===== config.mk =====
export PLATFORM = sky130hd
export DESIGN_NAME = lbus_slave_fsm
export DESIGN_NICKNAME = d
export VERILOG_FILES = /design/src/rtl/lbus_slave_fsm.sv
export SDC_FILE = /design/constraint.sdc
export NUM_CORES = 1
export LEC_CHECK = 0
export ABC_AREA = 1
export BUFFER_PORTS_ARGS = -buffer_cell sky130_fd_sc_hd__clkbuf_2
export CAP_MARGIN = 25
export CORE_MARGIN = 1.5
export CORE_UTILIZATION = 50
export CTS_CLUSTER_DIAMETER = 200
export DETAILED_ROUTE_END_ITERATION = 8
export MAX_ROUTING_LAYER = met4
export PLACE_DENSITY_LB_ADDON = 0.25
export SLEW_MARGIN = 20
export SYNTH_ARGS = -nofsm -noshare
export SYNTH_HDL_FRONTEND = slang
export SYNTH_SLANG_ARGS = --single-unit

===== constraint.sdc =====
create_clock -name clk -period 1.78 [get_ports clk]
set_input_delay 0.356 -clock clk [delete_from_list [all_inputs] [get_ports clk]]
set_output_delay 0.356 -clock clk [all_outputs]
set_load 0.05 [all_outputs]

===== src/rtl/lbus_slave_fsm.sv =====
module lbus_slave_fsm #(
  parameter int ADDR_W = 8,
  parameter int DATA_W = 32,
  parameter int NREG = 4,
  parameter logic [ADDR_W-1:0] FIFO_BASE = 8'h80,
  parameter logic [ADDR_W-1:0] FIFO_MASK = 8'h80
) (
  input  logic                   clk,
  input  logic                   rst_n,
  input  logic                   xfer_req,
  output logic                   hold_req,
  input  logic                   hold_ack,
  input  logic                   ads_n,
  input  logic                   last_n,
  input  logic                   wr_nrd,
  input  logic                   ready,
  input  logic [ADDR_W-1:0]      addr,
  input  logic [DATA_W-1:0]      wdata,
  output logic [DATA_W-1:0]      rdata,
  input  logic                   fifo_empty,
  input  logic [DATA_W-1:0]      fifo_data,
  output logic                   fifo_rd,
  output logic [NREG*DATA_W-1:0] ctrl,
  output logic [2:0]             state
);
  localparam int IDX_W = (NREG > 1) ? $clog2(NREG) : 1;
  localparam logic [2:0] S_IDLE = 3'd0, S_HOLD = 3'd1, S_RD = 3'd2,
                         S_WR = 3'd3, S_DONE = 3'd4;

  logic [ADDR_W-1:0] addr_q;
  logic [DATA_W-1:0] regs [NREG];
  logic              in_win, beat, last_beat, start;
  logic [IDX_W-1:0]  idx;

  assign in_win    = (addr_q & FIFO_MASK) == FIFO_BASE;
  assign idx       = addr_q[IDX_W-1:0];
  assign beat      = ready && (state == S_RD || state == S_WR);
  assign last_beat = beat && !last_n;
  assign start     = state == S_HOLD && hold_ack && !ads_n;
  assign hold_req  = state == S_HOLD || state == S_RD || state == S_WR;
  assign fifo_rd   = state == S_RD && ready && in_win && !fifo_empty;

  always_comb begin
    if (in_win) rdata = fifo_empty ? '0 : fifo_data;
    else        rdata = regs[idx];
  end

  always_ff @(posedge clk or negedge rst_n) begin
    if (!rst_n) begin
      state  <= S_IDLE;
      addr_q <= '0;
    end else begin
      case (state)
        S_IDLE: if (xfer_req) state <= S_HOLD;
        S_HOLD: if (start) begin
          addr_q <= addr;
          state  <= wr_nrd ? S_WR : S_RD;
        end
        S_RD, S_WR: if (last_beat) state <= S_DONE;
        default: state <= S_IDLE;
      endcase
    end
  end

  for (genvar k = 0; k < NREG; k++) begin : g_reg
    always_ff @(posedge clk or negedge rst_n) begin
      if (!rst_n) regs[k] <= '0;
      else if (state == S_WR && last_beat && !in_win && idx == IDX_W'(k))
        regs[k] <= wdata;
    end
    assign ctrl[k*DATA_W +: DATA_W] = regs[k];
  end
endmodule


==> impl_metrics.toml, run 1 <==
[critical_path]
worst-path-max-fanout = 8
worst-setup-path-type = "reg -> out"
worst_setup_path_start_kind = "flop"
reg2reg_depth = 7
end_kind = "output port"
arrival_ps = 1890
crit_path_end = "rdata[17]"
r2r_start = "state[2]$_DFFE_PN0P_"
crit_path_start = "addr_q[0]$_DFFE_PN0P_"
crit_required_ps = 1420
regToRegSetupSlack_ps = 120
rr_endpoint = "ctrl[35]$_DFFE_PN0P_"

[placement]
placed_cell_area_um2 = 8620
pre_cts_ws_ps = -40.2
gp_congestion = 0.862
dp_hpwl_mm = 15.4
numPortBuffers = 240
dp_cells = 1321

[routing]
dr.pass1.iters = 6
ant_nets = 0
totalWireLength_mm = 24.8
drtIter0Drc = 948
routed_via_density = 5.76
drt-wirelength-per-cell_um = 18.1
dr_total_vias = 7913
drc = 0

[sta]
setup_slack_ps = -463
setup-tns-final_ps = -12500
setup_viol = 33
maxSlewHeadroom = 0.726
fmax_mhz = 446
fin_crit_sh = 1.26
holdWs_ps = 178
hold_viol = 0
worstMarginPinSlew_ps = 410
fin_crit_ps = 2240
slew_violations = 0
fin_skew_ps = 7.35
grt_setup_unrepaired = "true"

[floorplan]
core-area_um2 = 13300
start_util = 0.518
core.rowCount = 42
die_y_um = 121
die_area_um2 = 14500
die_w_um = 121
io_pins = 246

[logic_synthesis]
synth.top_cell.area_share = 0.485
synth_top_family_by_area = "simple AND/OR/NAND/NOR gates"
yosys.area_share.adder = 0
synth_nets = 1013
syn-instance-count = 932
synth_top_area_cell = "dfrtp_1"
synth_compound_area_frac = 0.0493
syn-cell-area_um2 = 6910
synth_seq_cells = 134
yosysUniqueCellTypes = 20
synthMuxAreaShare = 0
seq_area_frac_synth = 0.485
synth.area.top_cells = "dfrtp_1 49%, nand2_1 27%, nand4_1 12%"
avgSynthCellArea_um2 = 7.41
yosysWarningCount = 0
synth_xor_area_frac = 0
synthSimpleGateAreaFrac = 0.402

[clocking]
cts.clk_slew.worst_paths_ps = 60
clock_latency_ps = 420
h-tree-depth = 4
numCtsBuffers = 17
clock_path_buffers = 2
clock-sinks = 134
cts_tree = "done"
cts_root_buf = "clkbuf_16"

[worst_hold_path]
min-delay-start = "addr[0]"
hold_path_class = "in -> reg"

[final_layout]
final_area_um2 = 9990
diodes = 0
fillers = 999
syn2layout_area_growth_pct = 44.5
drive_gt1_frac = 0.347
nets = 1265
final_cell_count_no_fill = 1373

[global_route]
grt_max_degree = 63
grt_use_total = 0.347
grtUsageMet2 = 0.548
grt_use_met3 = 0.0665
overflow = 0
grt_pass1_wl_mm = 37.9
busiest_layer = "met2"
met1_usage = 0.448
antenna_found_initial = 0
grt_pass1_vias = 7221

[power_and_ir_drop]
ir_worst_vdd_mv = 1.11
p_leak_nw = 5.55
cellPowerDensity_nw_per_um2 = 1920

[outcome]
violations = "negative setup slack"
status = "complete, but fails checks"

[flow_run]
cap_viol_max_count = 0
## state kept, by name, indices dropped and copies added (netlist names)
signal	flops
state	3
addr_q	3
ctrl	128
## per-stage QoR
stage | util | power, mW
after global routing | 0.748 | 19.9
after global placement | 0.646 | 13.7
after CTS | 0.735 | 18.7
after floorplan | - | 11.0
after detailed placement | 0.646 | 13.8
final | 0.748 | 19.2
## cells in the final DEF, fill, tap and decap left out, drive strengths merged
cell type    count
clkinvlp         1
nand2          489
nor2            14
buf             76
bufinv           5
nand4          128
clkinv           2
a21oi           34
bufbuf           2
dfrtp          134
nand3           10
clkbuf         255
o21ai           32
nor4             1
o211a            1
inv             12
dlygate4sd3      1
## per-layer routing
metal  up-vias  wire (um)
met5         -          0
met4         0        723
met3        75       2440
met2       535      12100
met1      3710       9570
li1       3593          -
## where the power goes
part	internal [mW]	leakage, nW	switching, mW
registers	3.88	1.84	0.812
logic	3.12	3.39	7.49
clock network	2.63	0.320	1.27
total	9.63	5.55	9.57
## Yosys cell counts
library cell	instances
nor4_1	1
clkbuf_1	21
nor2_4	3
nand3_2	1
buf_4	8
buf_6	3
inv_2	6
buf_1	4
nor2_2	2
inv_1	6
nand4_1	128
o211a_1	1
o21ai_0	5
dfrtp_1	134
o21ai_1	27
nor2_1	9
buf_2	41
a21oi_1	34
nand2_1	489
nand3_1	9
## critical path, stage by stage, from the launching register on
cell      delay, ps
dfrtp_2         490
nor2_4          160
buf_12          150
buf_12          150
nand2_1          50
nand2_1          80
o21ai_2          80
nand2_2          70
clkbuf_4        220
## worst min path at each step
stage / to / slack, ps / cells past startpoint
after global placement: ctrl[23]$_DFFE_PN0P_ / 290 / 1
after floorplan: addr_q[0]$_DFFE_PN0P_ / 60 / 0
after global routing: addr_q[0]$_DFFE_PN0P_ / 190 / 3
final: addr_q[0]$_DFFE_PN0P_ / 180 / 3
after detailed placement: ctrl[23]$_DFFE_PN0P_ / 290 / 1
after CTS: addr_q[0]$_DFFE_PN0P_ / 160 / 3
## logic make-up after synthesis
kind of cell           after synthesis
AOI/OAI and AO/OA                   67
buffers and inverters               89
DFF                                134
and+or+nand+nor                    642
## what timing repair did
item	4_1_cts	5_1_grt
resized for setup	91	29
hold buffers	1	0
gates cloned	3	3
hold endpoints to repair	35	0
setup endpoints to repair	33	33
pin swaps	8	9
buffers inserted	9	5
## final cells by class
| type | instances | area, um2 | share of cell area |
|---|---|---|---|
| flip-flops and latches | 134 | 3360 | 0.336 |
| repair buffers | 310 | 2360 | 0.237 |
| multi-input cells | 709 | 3330 | 0.334 |
| clock buffers | 24 | 492 | 0.0492 |
| clock inverters | 8 | 168 | 0.0168 |
| inverters | 12 | 52.6 | 0.00526 |
| well taps | 176 | 220 | 0.0220 |
(Power assumes the default switching activity.)
==> inputs of run 2 (changes only) <==
Settings changed: SKIP_CTS_REPAIR_TIMING from default to 1.
==> run 2 against run 1 <==
Critical path type unchanged. Die area unchanged. Critical endpoint is now rdata[3]. Sequential share of layout area rose by 1.1 points. Via count decreased by 2.9%. Routed wire length down 4.4%. Non-clock buffer count decreased by 11. Sequential cell count unchanged. The flow still finishes with violations (negative setup slack). Critical path depth stayed put. Combinational power decreased by 6%. First-iteration DRC count is 14% lower. Worst setup slack better by 29 ps. Global-route usage fell by 1.6 points.
==> impl_metrics.toml, run 2 (same netlist as run 1, synthesis figures left out) <==
[placement]
gp_congestion = 0.862
dp_hpwl_mm = 15.4
numPortBuffers = 240
dp_cells = 1321

[worst_hold_path]
min-delay-start = "addr[0]"
hold_path_class = "in -> reg"

[final_layout]
layout_commonest_cell = "nand2_1"
fillers = 1067
syn2layout_area_growth_pct = 40.0
largest_reg_flops = 128
drive_gt1_frac = 0.336
diodes = 0
final_cell_count_no_fill = 1362
nets = 1254
final_cell_mix = "452 x nand2_1, 206 x clkbuf_2, 132 x dfrtp_1"

[clocking]
cts.clk_slew.worst_paths_ps = 60
cts_tree = "done"
numCtsBuffers = 17
h-tree-depth = 4
clock-sinks = 134
cts_root_buf = "clkbuf_16"
clock_path_buffers = 2
clock_latency_ps = 420

[flow_run]
cap_viol_max_count = 0

[sta]
fin_crit_sh = 1.24
hold_viol = 0
maxSlewHeadroom = 0.729
setup_slack_ps = -435
setup-tns-final_ps = -11230
fmax_mhz = 452
fin_skew_ps = 6.28
worstMarginPinSlew_ps = 407
setup_viol = 33
slew_violations = 0
grt_setup_unrepaired = "true"
fin_crit_ps = 2210

[routing]
drtIter0Drc = 818
totalWireLength_mm = 23.7
dr.pass1.iters = 5
drt-wirelength-per-cell_um = 17.4
ant_nets = 0
drc = 0
routed_via_density = 5.64
dr_total_vias = 7683

[floorplan]
die_y_um = 121
die_area_um2 = 14500
core.rowCount = 42
core-area_um2 = 13300
die_w_um = 121
start_util = 0.518
io_pins = 246

[global_route]
overflow = 0
grt_pass1_wl_mm = 36.4
grt_max_degree = 63
antenna_found_initial = 0
grt_use_total = 0.332
grt_pass1_vias = 6923

[critical_path]
crit_path_start = "addr_q[0]$_DFFE_PN0P_"
worst_setup_path_start_kind = "flop"
worst-setup-path-type = "reg -> out"
end_kind = "output port"
arrival_ps = 1860
regToRegSetupSlack_ps = 130
rr_endpoint = "ctrl[35]$_DFFE_PN0P_"
reg2reg_depth = 7
crit_path_end = "rdata[3]"
r2r_start = "state[2]$_DFFE_PN0P_"
crit_required_ps = 1420
worst-path-max-fanout = 7

[power_and_ir_drop]
p_leak_nw = 5.42
power.share.clock = 0.210
switching_share = 0.504
p_switching_mw = 9.34
ir_worst_vdd_mv = 1.05
cellPowerDensity_nw_per_um2 = 1910
combPwrFrac = 0.537
p_seq_frac = 0.253
p_int_mw = 9.17

[outcome]
violations = "negative setup slack"
status = "complete, but fails checks"
run 2: changes by cell type in the layout (fill, tap and decap cells not counted), sizes merged:
cell	previous run	this run
clkbuf	255	232
bufbuf	2	0
buf	76	90
run 2: how the worst min path moves through the flow:
| stage | to | slack [ps] | cells after the start |
|---|---|---|---|
| CTS | ctrl[21]$_DFFE_PN0P_ | -160 | 1 |
| global route | addr_q[0]$_DFFE_PN0P_ | 190 | 3 |
| floorplan | addr_q[0]$_DFFE_PN0P_ | 60 | 0 |
| detailed placement | ctrl[23]$_DFFE_PN0P_ | 290 | 1 |
| finish | addr_q[0]$_DFFE_PN0P_ | 180 | 3 |
| global placement | ctrl[23]$_DFFE_PN0P_ | 290 | 1 |
run 2: through the flow:
| step | setup WS, ps | power [mW] | instance area, um2 | hold slack (ps) | util |
|---|---|---|---|---|---|
| 6_report | -435 | 18.5 | 9670 | 181 | 0.725 |
| 5_1_grt | -499 | 19.3 | 9670 | 190 | 0.725 |
| 4_1_cts | -540 | 17.7 | 9280 | -157 | 0.696 |
| 3_5_place_dp | -40.2 | 13.8 | 8620 | 290 | 0.646 |
| 3_3_place_gp | -41.9 | 13.7 | 8620 | 287 | 0.646 |
| 2_1_floorplan | -7.69 | 11.0 | 7000 | 60.4 | - |
run 2: critical path: stages (launching register included):
cell     delay [ps]
dfrtp_2         490
nor2_4          220
buf_6           170
buf_6           120
nand2_2          40
nand2_1          60
o21ai_1          70
nand2_1         110
buf_6           160
run 2: per-layer routing:
layer | vias to the layer above | global-route usage | part of all wire
met5 | - | - | 0
met1 | 3635 | 0.439 | 0.40
met4 | 0 | 0.115 | 0.021
met2 | 420 | 0.517 | 0.49
li1 | 3578 | - | -
met3 | 50 | 0.0608 | 0.087
run 2: power groups by stage:
stage                     Clock (mW)  Combinational, mW  Sequential, mW
final                           3.88               9.93            4.69
after global routing            4.07               10.4            4.79
after CTS                       3.93               9.15            4.65
after detailed placement           0               9.12            4.70
after global placement             0               9.01            4.67
after floorplan                    0               3.66            7.32
run 2: area by class of cell:
class,count,area [um2],area share
sequential,134,3360,0.347
multi-input combinational,709,3310,0.342
timing repair buffer,299,2080,0.215
clock buffer,24,492,0.0508
tap,176,220,0.0228
clock inverter,8,168,0.0173
inverter,12,50.0,0.00517
